File: src/rtl/rpg_pkg.sv
package rpg_pkg;
  typedef struct packed {
    logic busy;  // inside a packet
    logic done;  // packet ends on this tick
    logic data;  // tick with rx or tx active
  } pkt_evt_t;
endpackage

File: src/rtl/rpg_quiet.sv
module rpg_quiet #(
  parameter int LIMIT = 3
) (
  input  logic clk_i,
  input  logic rst_ni,
  input  logic tick_i,
  input  logic line_i,
  output logic idle_o
);
  localparam int W = $clog2(LIMIT + 1);

  logic [W-1:0] cnt_q, cnt_d;

  always_comb begin
    if (line_i)                  cnt_d = '0;
    else if (cnt_q == W'(LIMIT)) cnt_d = cnt_q;
    else                         cnt_d = cnt_q + 1'b1;
  end

  assign idle_o = (cnt_d == W'(LIMIT));

  always_ff @(posedge clk_i or negedge rst_ni) begin
    if (!rst_ni)     cnt_q <= W'(LIMIT);
    else if (tick_i) cnt_q <= cnt_d;
  end
endmodule

File: src/rtl/rpg_activity.sv
module rpg_activity
  import rpg_pkg::*;
#(
  parameter int TX_RECOV  = 10,
  parameter int CRS_RECOV = 3
) (
  input  logic     clk_i,
  input  logic     rst_ni,
  input  logic     tick_i,
  input  logic     tx_i,
  input  logic     rx_i,
  input  logic     col_i,
  output pkt_evt_t evt_o
);
  localparam int NCH = 2;

  logic [NCH-1:0] line, idle;
  logic           act, all_idle, in_pkt_q;

  assign line = {tx_i, rx_i};

  for (genvar g = 0; g < NCH; g++) begin : g_quiet
    localparam int LIM = (g == 0) ? CRS_RECOV : TX_RECOV;
    rpg_quiet #(.LIMIT(LIM)) u_quiet (
      .clk_i  (clk_i),
      .rst_ni (rst_ni),
      .tick_i (tick_i),
      .line_i (line[g]),
      .idle_o (idle[g])
    );
  end

  assign act      = rx_i | tx_i | col_i;
  assign all_idle = &idle & ~col_i;

  always_ff @(posedge clk_i or negedge rst_ni) begin
    if (!rst_ni) in_pkt_q <= 1'b0;
    else if (tick_i) begin
      if (act)           in_pkt_q <= 1'b1;
      else if (all_idle) in_pkt_q <= 1'b0;
    end
  end

  assign evt_o.busy = in_pkt_q;
  assign evt_o.done = tick_i & in_pkt_q & all_idle;
  assign evt_o.data = tick_i & (rx_i | tx_i);

  assert_end_after_quiet_R9: assert property (@(posedge clk_i) disable iff (!rst_ni)
    $fell(in_pkt_q) |-> $past(tick_i && !rx_i && !tx_i && !col_i));
endmodule

File: src/rtl/rpg_jabber.sv
module rpg_jabber #(
  parameter int JAB_LIMIT = 65536,
  parameter int JAB_HOLD  = 96
) (
  input  logic clk_i,
  input  logic rst_ni,
  input  logic tick_i,
  input  logic tx_i,
  output logic lock_o
);
  localparam int RW = $clog2(JAB_LIMIT + 1);
  localparam int HW = $clog2(JAB_HOLD);

  logic [RW-1:0] run_q;
  logic [HW-1:0] hold_q;
  logic          lock_q;

  always_ff @(posedge clk_i or negedge rst_ni) begin
    if (!rst_ni) begin
      run_q  <= '0;
      hold_q <= '0;
      lock_q <= 1'b0;
    end else if (tick_i) begin
      if (lock_q) begin
        run_q <= '0;
        if (hold_q == HW'(JAB_HOLD - 1)) begin
          lock_q <= 1'b0;
          hold_q <= '0;
        end else begin
          hold_q <= hold_q + 1'b1;
        end
      end else if (!tx_i) begin
        run_q <= '0;
      end else if (run_q == RW'(JAB_LIMIT)) begin
        lock_q <= 1'b1;
        run_q  <= '0;
        hold_q <= '0;
      end else begin
        run_q <= run_q + 1'b1;
      end
    end
  end

  assign lock_o = lock_q;

  assert_lock_needs_tx_R2: assert property (@(posedge clk_i) disable iff (!rst_ni)
    $rose(lock_q) |-> $past(tx_i && tick_i));
  assert_hold_bound_R3: assert property (@(posedge clk_i) disable iff (!rst_ni)
    hold_q < HW'(JAB_HOLD));
  assert_release_on_tick_R3: assert property (@(posedge clk_i) disable iff (!rst_ni)
    $fell(lock_q) |-> $past(tick_i));
endmodule

File: src/rtl/rpg_partition.sv
module rpg_partition
  import rpg_pkg::*;
#(
  parameter int COL_LIMIT = 32,
  parameter int LONG_COL  = 2048,
  parameter int CLEAN_WIN = 512
) (
  input  logic     clk_i,
  input  logic     rst_ni,
  input  logic     tick_i,
  input  logic     col_i,
  input  pkt_evt_t evt_i,
  output logic     part_o
);
  localparam int CW = $clog2(LONG_COL + 1);
  localparam int LW = $clog2(CLEAN_WIN + 1);
  localparam int KW = $clog2(COL_LIMIT + 1);

  logic [CW-1:0] col_run_q;
  logic [LW-1:0] len_q;
  logic [KW-1:0] consec_q;
  logic          saw_col_q, part_q;
  logic          long_hit, clean_hit, count_hit;

  assign long_hit  = tick_i & col_i & (col_run_q == CW'(LONG_COL));
  assign clean_hit = evt_i.data & ~col_i & ~saw_col_q & (len_q == LW'(CLEAN_WIN - 1));
  assign count_hit = evt_i.done & saw_col_q & (consec_q >= KW'(COL_LIMIT - 1));

  always_ff @(posedge clk_i or negedge rst_ni) begin
    if (!rst_ni) begin
      col_run_q <= '0;
    end else if (tick_i) begin
      if (!col_i)                           col_run_q <= '0;
      else if (col_run_q != CW'(LONG_COL))  col_run_q <= col_run_q + 1'b1;
    end
  end

  always_ff @(posedge clk_i or negedge rst_ni) begin
    if (!rst_ni) begin
      saw_col_q <= 1'b0;
      len_q     <= '0;
    end else if (evt_i.done) begin
      saw_col_q <= 1'b0;
      len_q     <= '0;
    end else begin
      if (tick_i && col_i) saw_col_q <= 1'b1;
      if (evt_i.data && len_q != LW'(CLEAN_WIN)) len_q <= len_q + 1'b1;
    end
  end

  always_ff @(posedge clk_i or negedge rst_ni) begin
    if (!rst_ni) begin
      consec_q <= '0;
    end else if (clean_hit) begin
      consec_q <= '0;
    end else if (evt_i.done && saw_col_q && consec_q != KW'(COL_LIMIT)) begin
      consec_q <= consec_q + 1'b1;
    end
  end

  always_ff @(posedge clk_i or negedge rst_ni) begin
    if (!rst_ni)                   part_q <= 1'b0;
    else if (clean_hit)            part_q <= 1'b0;
    else if (long_hit | count_hit) part_q <= 1'b1;
  end

  assign part_o = part_q;

  assert_consec_bound_R5: assert property (@(posedge clk_i) disable iff (!rst_ni)
    consec_q <= KW'(COL_LIMIT));
  assert_part_on_tick_R6: assert property (@(posedge clk_i) disable iff (!rst_ni)
    $rose(part_q) |-> $past(tick_i));
  assert_reconnect_clean_R7: assert property (@(posedge clk_i) disable iff (!rst_ni)
    $fell(part_q) |-> $past(evt_i.data && !col_i));
  assert_clean_zeroes_R8: assert property (@(posedge clk_i) disable iff (!rst_ni)
    clean_hit |=> consec_q == '0);
endmodule

File: src/rtl/rptr_port_guard.sv
module rptr_port_guard
  import rpg_pkg::*;
#(
  parameter int JAB_LIMIT = 65536,
  parameter int JAB_HOLD  = 96,
  parameter int COL_LIMIT = 32,
  parameter int LONG_COL  = 2048,
  parameter int CLEAN_WIN = 512,
  parameter int TX_RECOV  = 10,
  parameter int CRS_RECOV = 3
) (
  input  logic clk_i,
  input  logic rst_ni,
  input  logic bit_tick_i,
  input  logic tx_active_i,
  input  logic col_i,
  input  logic rx_active_i,
  output logic jab_lock_o,
  output logic part_o
);
  pkt_evt_t evt;

  rpg_activity #(.TX_RECOV(TX_RECOV), .CRS_RECOV(CRS_RECOV)) u_activity (
    .clk_i  (clk_i),
    .rst_ni (rst_ni),
    .tick_i (bit_tick_i),
    .tx_i   (tx_active_i),
    .rx_i   (rx_active_i),
    .col_i  (col_i),
    .evt_o  (evt)
  );

  rpg_partition #(.COL_LIMIT(COL_LIMIT), .LONG_COL(LONG_COL), .CLEAN_WIN(CLEAN_WIN)) u_partition (
    .clk_i  (clk_i),
    .rst_ni (rst_ni),
    .tick_i (bit_tick_i),
    .col_i  (col_i),
    .evt_i  (evt),
    .part_o (part_o)
  );

  rpg_jabber #(.JAB_LIMIT(JAB_LIMIT), .JAB_HOLD(JAB_HOLD)) u_jabber (
    .clk_i  (clk_i),
    .rst_ni (rst_ni),
    .tick_i (bit_tick_i),
    .tx_i   (tx_active_i),
    .lock_o (jab_lock_o)
  );

  assert_hold_without_tick_R11: assert property (@(posedge clk_i) disable iff (!rst_ni)
    !bit_tick_i |=> $stable(part_o) && $stable(jab_lock_o));
endmodule

File: config.mk
export PLATFORM = sky130hd
export DESIGN_NAME = rptr_port_guard
export DESIGN_NICKNAME = d
export VERILOG_FILES = /design/src/rtl/rpg_pkg.sv /design/src/rtl/rpg_quiet.sv /design/src/rtl/rpg_activity.sv /design/src/rtl/rpg_jabber.sv /design/src/rtl/rpg_partition.sv /design/src/rtl/rptr_port_guard.sv
export SDC_FILE = /design/constraint.sdc
export NUM_CORES = 1
export LEC_CHECK = 0
export BUFFER_PORTS_ARGS = -buffer_cell sky130_fd_sc_hd__buf_2
export CAP_MARGIN = 40
export CELL_PAD_IN_SITES_DETAIL_PLACEMENT = 1
export CELL_PAD_IN_SITES_GLOBAL_PLACEMENT = 1
export CORE_MARGIN = 3
export CORE_UTILIZATION = 46
export CTS_CLUSTER_DIAMETER = 40
export DETAILED_ROUTE_END_ITERATION = 8
export PLACE_DENSITY_LB_ADDON = 0.25
export SYNTH_ARGS = -nofsm -noshare
export SYNTH_HDL_FRONTEND = slang
export SYNTH_HIERARCHICAL = 1
export SYNTH_SLANG_ARGS = --single-unit
File: constraint.sdc
create_clock -name clk_i -period 2.7 [get_ports clk_i]
set_input_delay 0.135 -clock clk_i [delete_from_list [all_inputs] [get_ports clk_i]]
set_output_delay 0.135 -clock clk_i [all_outputs]
set_load 0.02 [all_outputs]
**After elaboration in Yosys (flattened, before gate mapping)**

Index checks and enable logic that the tools add are counted.

- Bits in registers: 62
- Latch bits: 0
- RAM bits: 0
- Memory bits (read-only): 0
- Input port bits: 6
- Output and inout port bits: 2
- Logic and storage cells: 89
- Memories kept: 0

- Add/subtract/negate cells: 7
- Multipliers: 0
- Divide/modulo/power cells: 0
- $lt $le $gt $ge: 1
- Equality and inequality tests: 12
- Shift operators: 0
- Muxes and demuxes: 27
- Bitwise logic cells: 16
- Reduce and logical (&&, ||, !) cells: 15

Operators with widths:

| kind | number |
|---|---|
| 17-bit 2-to-1 mux | 3 |
| 7-bit 2-to-1 mux | 4 |
| 12-bit 2-to-1 mux | 2 |
| 10-bit 2-to-1 mux | 2 |
| 17-bit by 1-bit adder with 17-bit output (second input constant) | 1 |
| 17-bit equality test (second input constant) | 1 |
| 2-bit nonzero test | 7 |
| 12-bit by 1-bit adder with 12-bit output (second input constant) | 1 |
| 12-bit equality test (second input constant) | 1 |
| 6-bit 2-to-1 mux | 2 |
| 12-bit != test (second input constant) | 1 |
| 1-bit bitwise AND | 11 |
| 10-bit by 1-bit adder with 10-bit output (second input constant) | 1 |
| 10-bit by 9-bit equality test with 1-bit output (second input constant) | 1 |
| 1-bit 2-to-1 mux | 10 |
| 10-bit != test (second input constant) | 1 |
| 4-bit equality test (second input constant) | 2 |
| 4-bit 2-to-1 mux | 2 |
| 7-bit by 1-bit adder with 7-bit output (second input constant) | 1 |
| 7-bit equality test (second input constant) | 1 |
| 6-bit by 1-bit adder with 6-bit output (second input constant) | 1 |
| 6-bit by 5-bit greater-or-equal comparator with 1-bit output (second input constant) | 1 |
| 6-bit != test (second input constant) | 1 |
| 2-bit AND reduction | 3 |
| other kinds (9) | 17 |

**Depth between registers and ports, before layout**

Gate-level depths: netlist of the first run.

- Depth after elaboration: 12
- Depth in mapped cells: 11
- Mapped depth without buffers: 11

**Hierarchy**

The synthesis of the first run kept the hierarchy.

By module, submodules not included:

| module | times used | cells each | area each (um2) | seq. area each (um2) |
|---|---|---|---|---|
| rpg_partition | 1 | 173 | 1625.3 | 750.7 |
| rpg_jabber | 1 | 150 | 1375.1 | 625.6 |
| rpg_quiet at u_activity.g_quiet[1].u_quiet | 1 | 28 | 289.0 | 102.6 |
| rpg_quiet at u_activity.g_quiet[0].u_quiet | 1 | 9 | 91.3 | 52.6 |
| rpg_activity | 1 | 7 | 67.6 | 25.0 |

**Least setup slack after synthesis of the first run**

No wires, ideal clock.

- Path type: reg-to-reg
- Start point: register u_activity.g_quiet[1].u_quiet.cnt_q[1]
- End point: register u_partition.consec_q[1]
- Setup time: 0.142 ns
- Arrival: 2.322 ns
- Data required time: 2.558 ns
- Slack: 0.236 ns
- Stages on the path, launching flop included: 11
- Buffers on the path: 0
- Clock period less this slack: 2.464 ns
- Cells stage by stage: dfstp_2 ha_1 a21oi_2 a2111o_1 a221oi_2 nand3_1 nor3b_1 nand2_1 a31o_2 mux2i_1 nor2_1

RTL lines:

| item | RTL line | text |
|---|---|---|
| from (decl) | rpg_quiet.sv:12 | `logic [W-1:0] cnt_q, cnt_d;` |
| from (signal assigned) | rpg_quiet.sv:23 | `if (!rst_ni) cnt_q <= W'(LIMIT);` |
| from (signal assigned) | rpg_quiet.sv:24 | `else if (tick_i) cnt_q <= cnt_d;` |
| to (signal assigned) | rpg_partition.sv:57 | `consec_q <= consec_q + 1'b1;` |
| to (decl) | rpg_partition.sv:21 | `logic [KW-1:0] consec_q;` |

==> flow_summary.toml, run 1 <==
[grt]
grt_pass1_wl_mm = 13.6
track_usage_pct = 19.7
grt_max_degree = 63
grt_antenna_before_repair = 0
grt_overflow = 0
grt_pass1_vias = 2887

[power_and_ir_drop]
power_mw = 2.38
p_switching_mw = 0.748
swShare_pct = 31.4
power.share.sequential_pct = 51.8
pwr-share-clk_pct = 29.9
vdd_drop_max_v = 0.000389
powerDensity_mw_per_mm2 = 626
internal_power_mw = 1.63
combPwrFrac_pct = 18.2
leakage_nw = 1.63

[floorplan]
dieWidth_um = 92.5
start_util_pct = 49.0
num_io_pins = 8
die_h_um = 92.5
die-area_mm2 = 0.00855
rows = 30
core_region_area_mm2 = 0.00702

[setup_path]
path_max_fanout = 5
endpoint_kind = "flop"
critPathLaunchType = "flop"
worstSetupPathType = "reg -> reg"
rrSetupSlack_ps = 160
crit_slowest_cell = "dfstp_2"
reg2reg_to = "u_partition/consec_q[1]"
crit_chain = "ha_2, a21oi_2, a2111o_1, a221oi_2, nand3_1, nor3b_2, nand2_1, a31o_2, mux2i_1, nor2_1"
ff2ff_path_depth = 10
r2r-start = "u_activity/g_quiet[1].u_quiet/cnt_q[1]"
cp.arrival_ps = 2760
cp_slowest_stage_delay_ps = 580
required_ps = 2920

[sta]
rsz0062_at_grt = "false"
final_max_slew_viol_count = 0
slew_headroom_pct = 47.2
min_period_ps = 2540
tns_ps = 0
skew_ps = 5.93
timing.final.crit_share_pct = 94.1
hold_violations = 45
fin_hold_ws_ps = -33.8
worstMarginPinSlew_ps = 791
setup_viol = 0
fmax_ghz = 0.393

[detailed_routing]
routedWlPerCell_um = 16.1
dr.pass1.iters = 5
via_count = 2795
drc_errors = 0
finalWirelength_mm = 7.79
dr.first_iter.drc_count = 111
ant_nets = 0
via_per_inst = 5.77

[finish]
finalNonFillerCells = 484
fillers = 831
syn2layout_area_growth_pct = 10.5
fin_nets = 401
diodes = 0
layout-drive-gt1-share_pct = 12.4

[run_status]
outcome = "finished with violations"
violations = "hold timing"

[yosys]
synth_nets = 383
syn_avg_cell_area_um2 = 9.40
syn_inst = 366
yosys_warnings = 6
synthesis.area_mm2 = 0.00344

[clocking]
clock_latency_ps = 320
numCtsBuffers = 9
clk_pin_slew_ps = 70
cts.sinks = 62
cts_tree = "done"
clock_path_buffers = 2
cts-root-buf = "clkbuf_8"
h-tree-depth = 3

[placed_design]
io_buffers = 7
dp_hpwl_mm = 5.30
place_congestion = 0.804
dp.cells = 467

[job]
maxCapViolations = 0

[hold_path]
hp-class = "in -> async"
cell type report:
cell class | instances | area, µm² | share of cell area, %
multi-input cells | 270 | 1760 | 46.2
flip-flops and latches | 62 | 1560 | 40.9
clock buffers | 13 | 159 | 4.18
well taps | 96 | 120 | 3.16
repair buffers | 16 | 105 | 2.76
inverters | 25 | 93.8 | 2.47
clock inverters | 2 | 10.0 | 0.263
timing repair:
item | in CTS | in global routing
gates resized for setup | 1 | 3
pin swaps | 0 | 1
hold buffers | 1 | 0
hold endpoints to repair | 1 | 0
setup endpoints to repair | 1 | 6
setup buffers | 0 | 1
per-layer routing:
layer	routed length, µm	vias up	track usage (%)	part of all wire (%)
met5	0	-	0	0
met4	82	0	5.94	1.1
met3	196	8	4.06	2.5
met2	4000	40	34.2	51
met1	3510	1397	24.6	45
li1	-	1350	-	-
power by group through the flow:
stage               Clock [mW]  Sequential, mW  Combinational [mW]
floorplan                    0            1.20               0.325
global placement             0            1.23               0.407
detailed placement           0            1.25               0.430
CTS                      0.741            1.23               0.438
global route             0.778            1.26               0.499
finish                   0.713            1.23               0.434
layout by cell type (no fill, tap or decap), drive strengths merged, types with 13 or more instances in the layout:
cell     n
dfrtp   58
nand2   30
buf     15
nor2    37
nand3   17
xnor2   17
inv     25
nor3    13
nand4   19
clkbuf  13
a21oi   14
how the worst max path moves through the flow:
stage	start	end	slack, ps	cells after the start
after floorplan	u_activity/g_quiet[1].u_quiet/cnt_q[1]	u_partition/consec_q[1]	240	10
after global placement	u_activity/g_quiet[1].u_quiet/cnt_q[1]	u_partition/consec_q[1]	170	10
after detailed placement	u_activity/g_quiet[1].u_quiet/cnt_q[0]	u_partition/consec_q[1]	20	11
after CTS	u_activity/g_quiet[1].u_quiet/cnt_q[0]	u_partition/consec_q[4]	120	11
after global routing	u_activity/g_quiet[1].u_quiet/cnt_q[0]	u_partition/consec_q[1]	10	11
final	u_activity/g_quiet[1].u_quiet/cnt_q[1]	u_partition/consec_q[1]	160	10
registers in the layout, indices dropped and copies added (netlist names):
name and flops:
u_partition/consec_q 6, u_jabber/hold_q 7, u_partition/part_o 1, u_jabber/run_q 17
u_activity/g_quiet.u_quiet/cnt_q 6, u_partition/col_run_q 12, u_partition/len_q 10, u_activity/in_pkt_q 1
u_partition/saw_col_q 1, u_jabber/lock_o 1
worst max-delay path: cells and delay by family (launching register included):
kind | cells | cell delay, ps
AO/OA/AOI/OAI | 4 | 910
flip-flops | 1 | 580
AND/OR/NAND/NOR | 4 | 580
adder cells (fa/ha/maj) | 1 | 220
multiplexers | 1 | 140
stage by stage:
step | cell area [µm²] | utilization (%) | worst slack [ps]
4_1_cts | 3790 | 54.0 | 116
6_report | 3800 | 54.2 | 158
3_5_place_dp | 3610 | 51.4 | 18.1
2_1_floorplan | 3440 | - | 236
3_3_place_gp | 3610 | 51.4 | 170
5_1_grt | 3800 | 54.2 | 11.1
Note: power is estimated with default switching activity, not from simulation.
==> run 2, diff against run 1 <==
--- a/config.mk
+++ b/config.mk
@@ -5,6 +5,7 @@
 export SDC_FILE = /design/constraint.sdc
 export NUM_CORES = 1
 export LEC_CHECK = 0
+export ABC_AREA = 1
 export BUFFER_PORTS_ARGS = -buffer_cell sky130_fd_sc_hd__buf_2
 export CAP_MARGIN = 40
 export CELL_PAD_IN_SITES_DETAIL_PLACEMENT = 1
==> flow_summary.toml, run 2 <==
[finish]
syn2layout_area_growth_pct = 8.61
final_cell_mix = "nand2_1 (168), nor2_1 (85), nand3_1 (63)"
layout-drive-gt1-share_pct = 8.81
diodes = 0
postLayoutCellArea_mm2 = 0.00423
layout_commonest_cell = "nand2_1"
largest_register_ffs = 17
reg_top3 = "u_jabber/run_q x17, u_partition/col_run_q x12, u_partition/len_q x10"
top_register = "u_jabber/run_q"
fin_nets = 591

[floorplan]
start_util_pct = 48.9
num_io_pins = 8
die_h_um = 98.0
core_region_area_mm2 = 0.00797
die-area_mm2 = 0.00960
dieWidth_um = 98.0
rows = 32

[hold_path]
hp-start = "rx_active_i"
worstHoldPathCells = 4
hp-class = "in -> reg"
hold_end = "u_activity/g_quiet[0].u_quiet/cnt_q[0]"

[clocking]
clock_latency_ps = 340
h-tree-depth = 3
cts.sinks = 62
clk_pin_slew_ps = 70
numCtsBuffers = 9
cts_tree = "done"
post_cts_buffers = 0
cts-root-buf = "clkbuf_8"
clock_path_buffers = 2

[sta]
setup_slack_ps = 337
min_period_ps = 2360
setup_viol = 0
timing.final.crit_share_pct = 87.5
final_max_slew_viol_count = 0
slew_headroom_pct = 47.2
fin_hold_ws_ps = 73.9
skew_ps = 7.92
tns_ps = 0
hold_violations = 0
worstMarginPinSlew_ps = 792
fmax_ghz = 0.423
rsz0062_at_grt = "false"

[yosys]
syn_inst = 557
synthesis.area_mm2 = 0.00389
syn_avg_cell_area_um2 = 6.99
yosys_warnings = 6
synth_nets = 574

[power_and_ir_drop]
powerDensity_mw_per_mm2 = 542
power_mw = 2.29
leakage_nw = 2.05
vdd_drop_max_v = 0.000363

[grt]
grt_overflow = 0
grt_antenna_before_repair = 0
track_usage_pct = 21.8
grt_pass1_wl_mm = 17.3
grt_pass1_vias = 3736
grt_max_degree = 63

[setup_path]
required_ps = 2910
rrSetupSlack_ps = 340
reg2reg_to = "u_partition/len_q[0]"
crit_family = "simple AND/OR/NAND/NOR gates"
crit_chain = "inv_1, ha_1, nand3_2, nand2_1, nand2_1, nand2_1, nor2_1, nand2_1, inv_1, nand2_1, nor2_1, buf_4, clkinv_1, o21ai_1, o21ai_0"
path_max_fanout = 9
cp_slowest_stage_delay_ps = 440
ff2ff_path_depth = 15
cp_num_buf_inv = 4
critPathLaunchType = "flop"
r2r-start = "u_activity/g_quiet[1].u_quiet/cnt_q[0]"
worstSetupPathType = "reg -> reg"
cp.arrival_ps = 2580
crit_slowest_cell = "dfrtp_1"
endpoint_kind = "flop"
crit_top_cell = "nand2_1"

[detailed_routing]
routedWlPerCell_um = 14.5
drc_errors = 0
via_per_inst = 5.36
dr.first_iter.drc_count = 130
ant_nets = 0
via_count = 3652
dr.pass1.iters = 4
finalWirelength_mm = 9.89

[placed_design]
dp_hpwl_mm = 7.05
io_buffers = 7
place_worst_setup_slack_ps = 305
placedInstanceArea_mm2 = 0.00404
place_congestion = 0.897

[job]
maxCapViolations = 0

[run_status]
outcome = "complete, no violations"
run 2: how the worst max path moves through the flow:
stage,start,endpoint,slack (ps),cells after the start
global placement,u_activity/g_quiet[1].u_quiet/cnt_q[1],u_partition/len_q[0],530,15
CTS,u_activity/g_quiet[1].u_quiet/cnt_q[0],u_partition/len_q[0],290,15
global route,u_activity/g_quiet[1].u_quiet/cnt_q[0],u_partition/len_q[0],20,15
detailed placement,u_activity/g_quiet[1].u_quiet/cnt_q[0],u_partition/len_q[0],300,15
finish,u_activity/g_quiet[1].u_quiet/cnt_q[0],u_partition/len_q[0],340,15
floorplan,u_activity/g_quiet[1].u_quiet/cnt_q[1],u_partition/len_q[0],600,14
run 2: area by class of cell:
type | instances | area, µm²
Tap cell | 102 | 128
Sequential cell | 62 | 1560
Fill cell | 1090 | 3740
Clock inverter | 4 | 47.5
Inverter | 64 | 243
Clock buffer | 12 | 135
Timing Repair Buffer | 11 | 67.6
Multi-Input combinational cell | 426 | 2050
run 2: report_power, final:
part	switching (mW)	leakage [nW]	internal, mW
sequential	0.124	0.798	1.02
combinational	0.224	1.16	0.135
clock	0.366	0.0904	0.424
run 2: worst min-delay path, delay by kind of cell:
family | cells | cell delay [ps]
buffers and inverters | 1 | 130
AND/OR/NAND/NOR | 3 | 150
run 2: per-layer routing:
| layer | track usage [%] | routed length [µm] | vias to the layer above |
|---|---|---|---|
| li1 | - | - | 1809 |
| met1 | 28.1 | 4730 | 1795 |
| met2 | 36.8 | 4790 | 31 |
| met3 | 3.43 | 191 | 17 |
| met4 | 8.41 | 176 | 0 |
| met5 | 0 | 0 | - |
run 2: repair_timing:
item / CTS / global route
setup endpoints to repair: 0 / 1
hold buffers: 1 / 0
gates resized for setup: 0 / 1
endpoints found under the hold margin: 27 / 0
run 2: through the flow:
stage / std cells / util, %
global route: 681 / 53.1
floorplan: 557 / -
CTS: 681 / 53.1
finish: 681 / 53.1
global placement: 664 / 50.6
detailed placement: 664 / 50.6
